**config.mk**
```make
export PLATFORM = sky130hd
export DESIGN_NAME = spdif_tx_encoder
export DESIGN_NICKNAME = d
export VERILOG_FILES = /design/src/rtl/spdif_tx_pkg.sv /design/src/rtl/spdif_tx_sequencer.sv /design/src/rtl/spdif_tx_sample_hold.sv /design/src/rtl/spdif_tx_bmc.sv /design/src/rtl/spdif_tx_encoder.sv
export SDC_FILE = /design/constraint.sdc
export NUM_CORES = 1
export LEC_CHECK = 0
export BUFFER_PORTS_ARGS = -buffer_cell sky130_fd_sc_hd__buf_2
export CELL_PAD_IN_SITES_DETAIL_PLACEMENT = 0
export CELL_PAD_IN_SITES_GLOBAL_PLACEMENT = 1
export CORE_AREA = 2 2 123 125
export DETAILED_ROUTE_END_ITERATION = 7
export DIE_AREA = 0 0 125 127
export PLACE_DENSITY_LB_ADDON = 0.3
export SKIP_CTS_REPAIR_TIMING = 1
export SLEW_MARGIN = 5
export SYNTH_ARGS = -nofsm -noshare
export SYNTH_HDL_FRONTEND = slang
export SYNTH_SLANG_ARGS = --single-unit
```
**constraint.sdc**
```tcl
create_clock -name clk -period 3.05 [get_ports clk]
set_input_delay 0.1525 -clock clk [delete_from_list [all_inputs] [get_ports clk]]
set_output_delay 0.1525 -clock clk [all_outputs]
set_load 0.005 [all_outputs]
```
**src/rtl/spdif_tx_pkg.sv**
```systemverilog
package spdif_tx_pkg;

    localparam int SAMPLE_W     = 24;
    localparam int HALF_PER_SUB = 64;
    localparam int PRE_HALVES   = 8;
    localparam int PAYLOAD_W    = 28;

    typedef enum logic [1:0] {
        PRE_BLOCK,
        PRE_LEFT,
        PRE_RIGHT
    } pre_kind_e;

    typedef struct packed {
        logic [SAMPLE_W-1:0] data;
        logic                invalid;
    } chan_word_t;

    typedef struct packed {
        chan_word_t right;
        chan_word_t left;
    } stereo_t;

    localparam chan_word_t IDLE_WORD = '{data: '0, invalid: 1'b1};

    // Half-cell levels for a line that was low before the preamble; MSB goes first.
    function automatic logic [7:0] pre_pattern(pre_kind_e kind);
        case (kind)
            PRE_BLOCK: return 8'b1110_1000;
            PRE_LEFT:  return 8'b1110_0010;
            default:   return 8'b1110_0100;
        endcase
    endfunction

    // Slots 4..31: sample, validity, user (0), channel status, even parity.
    function automatic logic [PAYLOAD_W-1:0] build_payload(chan_word_t w, logic cs_bit);
        logic [PAYLOAD_W-2:0] body;
        body = {cs_bit, 1'b0, w.invalid, w.data};
        return {^body, body};
    endfunction

endpackage

```
**src/rtl/spdif_tx_sequencer.sv**
```systemverilog
module spdif_tx_sequencer #(
    parameter int FRAMES = 192,
    localparam int FW = $clog2(FRAMES)
) (
    input  logic          clk,
    input  logic          rst,
    input  logic          cell_en,
    output logic [5:0]    half_idx,
    output logic          second_sub,
    output logic [FW-1:0] frame_idx,
    output logic          frame_end
);
    import spdif_tx_pkg::*;

    localparam logic [5:0] LAST_HALF = 6'(HALF_PER_SUB - 1);
    localparam logic [FW-1:0] LAST_FRAME = FW'(FRAMES - 1);

    assign frame_end = cell_en && second_sub && (half_idx == LAST_HALF);

    always_ff @(posedge clk) begin
        if (rst) begin
            half_idx   <= '0;
            second_sub <= 1'b0;
            frame_idx  <= '0;
        end else if (cell_en) begin
            if (half_idx == LAST_HALF) begin
                half_idx   <= '0;
                second_sub <= ~second_sub;
                if (second_sub) begin
                    frame_idx <= (frame_idx == LAST_FRAME) ? '0 : frame_idx + 1'b1;
                end
            end else begin
                half_idx <= half_idx + 1'b1;
            end
        end
    end

    // the last frame of a block is followed by frame 0
    assert_block_wrap_R3: assert property (@(posedge clk) disable iff (rst)
        (frame_end && frame_idx == LAST_FRAME) |=> (frame_idx == '0));

endmodule

```
**src/rtl/spdif_tx_sample_hold.sv**
```systemverilog
module spdif_tx_sample_hold (
    input  logic                   clk,
    input  logic                   rst,
    input  logic                   load,
    input  logic                   s_valid,
    input  spdif_tx_pkg::stereo_t  offered,
    output spdif_tx_pkg::stereo_t  current
);
    import spdif_tx_pkg::*;

    always_ff @(posedge clk) begin
        if (rst) begin
            current <= '{right: IDLE_WORD, left: IDLE_WORD};
        end else if (load) begin
            current <= s_valid ? offered : '{right: IDLE_WORD, left: IDLE_WORD};
        end
    end

endmodule

```
**src/rtl/spdif_tx_bmc.sv**
```systemverilog
module spdif_tx_bmc (
    input  logic                                 clk,
    input  logic                                 rst,
    input  logic                                 cell_en,
    input  logic [5:0]                           half_idx,
    input  spdif_tx_pkg::pre_kind_e              pre_kind,
    input  logic [spdif_tx_pkg::PAYLOAD_W-1:0]   payload,
    output logic                                 line
);
    import spdif_tx_pkg::*;

    logic       line_q;
    logic       start_lvl_q;
    logic       pol;
    logic [7:0] pat;
    logic [4:0] pidx;
    logic       next_line;

    assign pol  = (half_idx == 6'd0) ? line_q : start_lvl_q;
    assign pat  = pre_pattern(pre_kind);
    assign pidx = half_idx[5:1] - 5'd4;

    always_comb begin
        if (half_idx < 6'(PRE_HALVES)) begin
            next_line = pat[~half_idx[2:0]] ^ pol;
        end else if (!half_idx[0]) begin
            next_line = ~line_q;
        end else begin
            next_line = line_q ^ payload[pidx];
        end
    end

    always_ff @(posedge clk) begin
        if (rst) begin
            line_q      <= 1'b0;
            start_lvl_q <= 1'b0;
        end else if (cell_en) begin
            line_q <= next_line;
            if (half_idx == 6'd0) begin
                start_lvl_q <= line_q;
            end
        end
    end

    assign line = line_q;

    // every data slot opens with a transition
    assert_slot_edge_R1: assert property (@(posedge clk) disable iff (rst)
        (cell_en && half_idx >= 6'(PRE_HALVES) && !half_idx[0]) |=> (line_q != $past(line_q)));

    // even parity returns the line to the sub-frame's starting level
    assert_even_end_R8: assert property (@(posedge clk) disable iff (rst)
        (cell_en && half_idx == 6'(HALF_PER_SUB - 1)) |=> (line_q == start_lvl_q));

    // no movement without a half-cell enable
    assert_line_hold_R12: assert property (@(posedge clk) disable iff (rst)
        !cell_en |=> $stable(line_q));

endmodule

```
**src/rtl/spdif_tx_encoder.sv**
```systemverilog
module spdif_tx_encoder #(
    parameter int FRAMES_PER_BLOCK = 192
) (
    input  logic                        clk,
    input  logic                        rst,
    input  logic                        cell_en,
    input  logic [FRAMES_PER_BLOCK-1:0] chan_status,
    input  logic                        s_valid,
    output logic                        s_ready,
    input  logic [23:0]                 s_left,
    input  logic                        s_left_invalid,
    input  logic [23:0]                 s_right,
    input  logic                        s_right_invalid,
    output logic                        spdif_out
);
    import spdif_tx_pkg::*;

    localparam int FW = $clog2(FRAMES_PER_BLOCK);

    logic [5:0]           half_idx;
    logic                 second_sub;
    logic [FW-1:0]        frame_idx;
    logic                 frame_end;
    stereo_t              offered;
    stereo_t              current;
    chan_word_t           word;
    pre_kind_e            kind;
    logic [PAYLOAD_W-1:0] payload;

    spdif_tx_sequencer #(.FRAMES(FRAMES_PER_BLOCK)) u_seq (
        .clk        (clk),
        .rst        (rst),
        .cell_en    (cell_en),
        .half_idx   (half_idx),
        .second_sub (second_sub),
        .frame_idx  (frame_idx),
        .frame_end  (frame_end)
    );

    assign offered = '{right: '{data: s_right, invalid: s_right_invalid},
                       left:  '{data: s_left,  invalid: s_left_invalid}};
    assign s_ready = frame_end;

    spdif_tx_sample_hold u_hold (
        .clk     (clk),
        .rst     (rst),
        .load    (frame_end),
        .s_valid (s_valid),
        .offered (offered),
        .current (current)
    );

    always_comb begin
        if (second_sub)            kind = PRE_RIGHT;
        else if (frame_idx == '0)  kind = PRE_BLOCK;
        else                       kind = PRE_LEFT;
    end

    assign word    = second_sub ? current.right : current.left;
    assign payload = build_payload(word, chan_status[frame_idx]);

    spdif_tx_bmc u_bmc (
        .clk      (clk),
        .rst      (rst),
        .cell_en  (cell_en),
        .half_idx (half_idx),
        .pre_kind (kind),
        .payload  (payload),
        .line     (spdif_out)
    );

    // an accepted sample is followed by the left sub-frame's first half-cell
    assert_take_point_R9: assert property (@(posedge clk) disable iff (rst)
        s_ready |=> (half_idx == 6'd0 && !second_sub));

    // the handshake only happens on a half-cell advance
    assert_ready_on_cell_R9: assert property (@(posedge clk) disable iff (rst)
        s_ready |-> cell_en);

endmodule

```
==> results by stage <==
Worst setup path:
- Data arrives at the worst endpoint at 3030 ps.
- The signal on the critical path passes through nand2_1, o311ai_0, a311oi_1, nand2_1, nor2_1, a311oi_2, nand3_1, a211oi_2, o211a_1, o22ai_2.
- Counting stages on the worst path, the most repeated cell is sky130_fd_sc_hd__nand2_1.
- At the worst endpoint, the required time is 3250 ps.
- The critical-path maximum fanout is 13.
- The family with the most delay on the worst path is compound AO/OA/AOI/OAI gates.
- STA classifies the critical path startpoint as a flip-flop.
- In this design, the stage delay of the slowest critical-path cell is 600 ps.
- The highest-delay cell along the critical path is sky130_fd_sc_hd__dfxtp_1.
- The count of buffer and inverter cells on the critical path is 0.
- The nature of the critical path endpoint is a flip-flop.
- The startpoint-to-endpoint class of the critical path is flip-flop to flip-flop.

Synthesis:
- Of the total synthesized cell area, the portion taken by AND, OR, NAND and NOR gates is 0.0879.
- The register area share after synthesis is 0.266.
- After synthesis, the share of flip-flops with an asynchronous set or reset is 0.
- The dominant combinational cell family by area after synthesis is multiplexers.
- The cell taking the most area after synthesis is sky130_fd_sc_hd__dfxtp_1.
- The share of the synthesized area in the top cell type is 0.266.
- Of the total synthesized cell area, the portion taken by XOR and XNOR cells is 0.0904.
- The number of nets handed over by synthesis was 705.
- Of the post-synthesis cell area, the part taken by muxes is 0.338.
- The arithmetic-cell share of the synthesized area counting full adders, half adders and majority gates is 0.0149.
- The synthesized design contains 0 enable-type register cells.
- The flip-flop and latch count after synthesis is 67.
- The synthesized netlist occupies a cell area of 0.00504 mm^2.
- The Yosys warning count is 0.
- The cell count after synthesis is 453.
- The fraction of the mapped netlist area in compound gates is 0.154.
- The average cell area after synthesis is 11.1 um^2.
- By area the synthesized netlist is led by sky130_fd_sc_hd__dfxtp_1 27%, sky130_fd_sc_hd__mux4_2 26%, sky130_fd_sc_hd__a22o_1 8.5%.
- The most used flip-flop cell after synthesis is sky130_fd_sc_hd__dfxtp_1.
- The synthesized netlist contains 52 unique library cells.

Detailed routing:
- In the routed design, unresolved DRC markers number 0.
- Once detail routing completed, the nets flagged for antenna violations numbered 0.
- The overall routed net length is 16,900 um.
- The number of search-and-repair iterations in the first detailed-routing pass is 4.
- The average wire length per cell after detail routing is 19.2 um.
- The detailed router placed 4,745 vias in this run.
- The number of violations reported at the end of detailed-routing iteration 0 is 227.
- The post-detailed-route via-to-cell ratio is 5.37.

Clocking:
- The clock buffer count from CTS is 9.
- The clock reaches the later pin of the worst-skew pair after 330 ps.
- The CTS tree is yes.
- The cell sitting at the root of the clock tree is a sky130_fd_sc_hd__clkbuf_16.
- The longest clock path from root to sink contains 2 buffers.
- The number of levels in the clock H-tree is 3.
- Clock tree synthesis found a total of 67 sinks.
- The clock transition time at the flip-flop clock pins of the worst setup and hold paths is 60 ps.

GRT:
- The global-route wire length before repair is 26,000 um.
- Entering global routing, the biggest net connects 49 pins.
- After global routing the overflow that remains totals 0.
- The number of antenna violations at the first check in global routing was 0.
- The total global routing track utilization is 0.203.
- The number of global-route vias before repair is 4,999.

STA:
- The top achievable clock speed is 0.354 GHz.
- The total of endpoints with negative setup slack in the final report is 0.
- Setup slack on the critical path of the routed design comes to 223 ps.
- The accumulated negative setup slack is 0 ps.
- In the finished design, the share of the clock period the worst path needs comes to 0.927.
- The final hold violation count was 0.
- Headroom to the max-slew limit came out at 0.640.
- The setup skew after layout is 4.84 ps.
- The number of pins exceeding their max-slew limit in the final report is 0.
- The slew at the pin closest to its max-slew limit is 534 ps.
- The final period demand of the worst path is 2830 ps.
- Setup repair after global routing left no endpoint under its margin.

Placed design:
- Before CTS, the worst setup slack after placement is 66.1 ps.
- The detailed placement HPWL is 13,300 um.
- The weighted congestion at the end of routability-driven global placement is 0.941.
- Once placement completed, the tool counted placed cells totaling 862.
- During placement, the flow inserted port buffers numbering 247.

Die:
- 248 I/O pins were placed.
- The area of the die is 0.0159 mm^2.
- The die is 127 um tall.
- The core region is 0.0144 mm^2.
- The die is 125 um wide.
- After floorplanning, the core was divided into 44 placement rows.
- For this configuration, the core starts out at a cell density of 0.349.

Finish:
- The core occupancy in the finished layout is 0.474.
- The share of post-route cells with drive strength above 1 is 0.509.
- At the end of the flow, the number of nets in the layout was 946.
- In the layout the commonest cells are 247 x sky130_fd_sc_hd__buf_2, 65 x sky130_fd_sc_hd__dfxtp_1, 59 x sky130_fd_sc_hd__mux4_2.
- The storage element area is 0.00135 mm^2.
- The antenna diode instance count is 0.
- The multi-input logic area is 0.00345 mm^2.
- The signed area change from the synthesized netlist to the final layout is 35.6%.
- The leading cell type in the layout, fill and taps excluded is sky130_fd_sc_hd__buf_2.
- After the flow finishes, the layout carries non-filler instances totaling 883.
- The number of filler cells placed in the layout is 1,360.

Power and ir drop:
- The maximum vdd ir drop is 0.281 mV.
- In this run the power density over the cells is 313 mW/mm^2.
- In this run the static leakage power is 0.00293 uW.

Run status:
- The flow ran to the end, and the final reports show no timing, DRC or antenna violations.

Min path:
- The tightest min-delay check is of the input port to flip-flop type.

Job:
- The number of maximum-capacitance violations is 0.
## flip-flops by register name, summed over array words and instances, names as in the netlist
| signal | flops |
|---|---|
| u_bmc.line | 1 |
| u_bmc.start_lvl_q | 1 |
| u_hold.current | 50 |
| u_seq.frame_idx | 8 |
| u_seq.half_idx | 6 |
| u_seq.second_sub | 1 |
## routing by layer
| metal | up-vias | track usage | wire length [um] |
|---|---|---|---|
| li1 | 2257 | - | - |
| met1 | 2281 | 0.237 | 6730 |
| met2 | 182 | 0.379 | 8850 |
| met3 | 25 | 0.0410 | 1050 |
| met4 | 0 | 0.0588 | 310 |
| met5 | - | 0 | 0 |
## through the flow
stage                     cell area, um^2  hold slack [ps]  total power, uW
after CTS                            6740             22.5             2160
after floorplan                      5040              254             1030
final                                6830             30.2             2140
after global placement               6470              362             1220
after global routing                 6830             26.7             2230
after detailed placement             6470              367             1220
## Yosys cell counts (all sizes together), types with 7 or more instances
| cell | number |
|---|---|
| inv | 8 |
| xor2 | 27 |
| dfxtp | 67 |
| a22o | 49 |
| nor2 | 28 |
| nand2 | 14 |
| xnor2 | 25 |
| a22oi | 7 |
| mux4 | 59 |
| buf | 24 |
| o21ai | 10 |
| clkbuf | 16 |
| mux2i | 34 |
## layout make-up
class	instances	area share
inverter	9	0.00494
multi-input combinational	337	0.505
clock buffer	10	0.0335
tap	184	0.0337
sequential	67	0.197
clock inverter	6	0.00604
timing repair buffer	270	0.219
## cell families (layout without fill, tap and decap cells)
kind of cell	after synthesis	after routing
AO/OA/AOI/OAI	96	96
XOR/XNOR	52	52
adder cells (fa/ha/maj)	6	6
buffers and inverters	49	295
flip-flops	67	67
multiplexers	96	96
AND/OR/NAND/NOR	87	87
## where the power goes
part / leakage [uW] / internal, uW / switching (uW)
clock: 0.000137 / 551 / 384
sequential: 0.000542 / 879 / 6.89
combinational: 0.00225 / 193 / 123
## worst paths after layout
path | from | depth (start not counted) | slack (ps) | endpoint
worst max-delay path | u_seq.frame_idx[4]$_SDFFE_PP0P_ | 10 | 220 | u_bmc.line$_SDFFE_PP0P_
worst min-delay path | s_right[10] | 2 | 30 | u_hold.current[36]$_SDFFE_PP0P_
worst max register to register | u_seq.frame_idx[4]$_SDFFE_PP0P_ | 10 | 220 | u_bmc.line$_SDFFE_PP0P_
worst min register to register | u_hold.current[2]$_SDFFE_PP0P_ | 1 | 530 | u_hold.current[2]$_SDFFE_PP0P_
(Power assumes the default switching activity.)
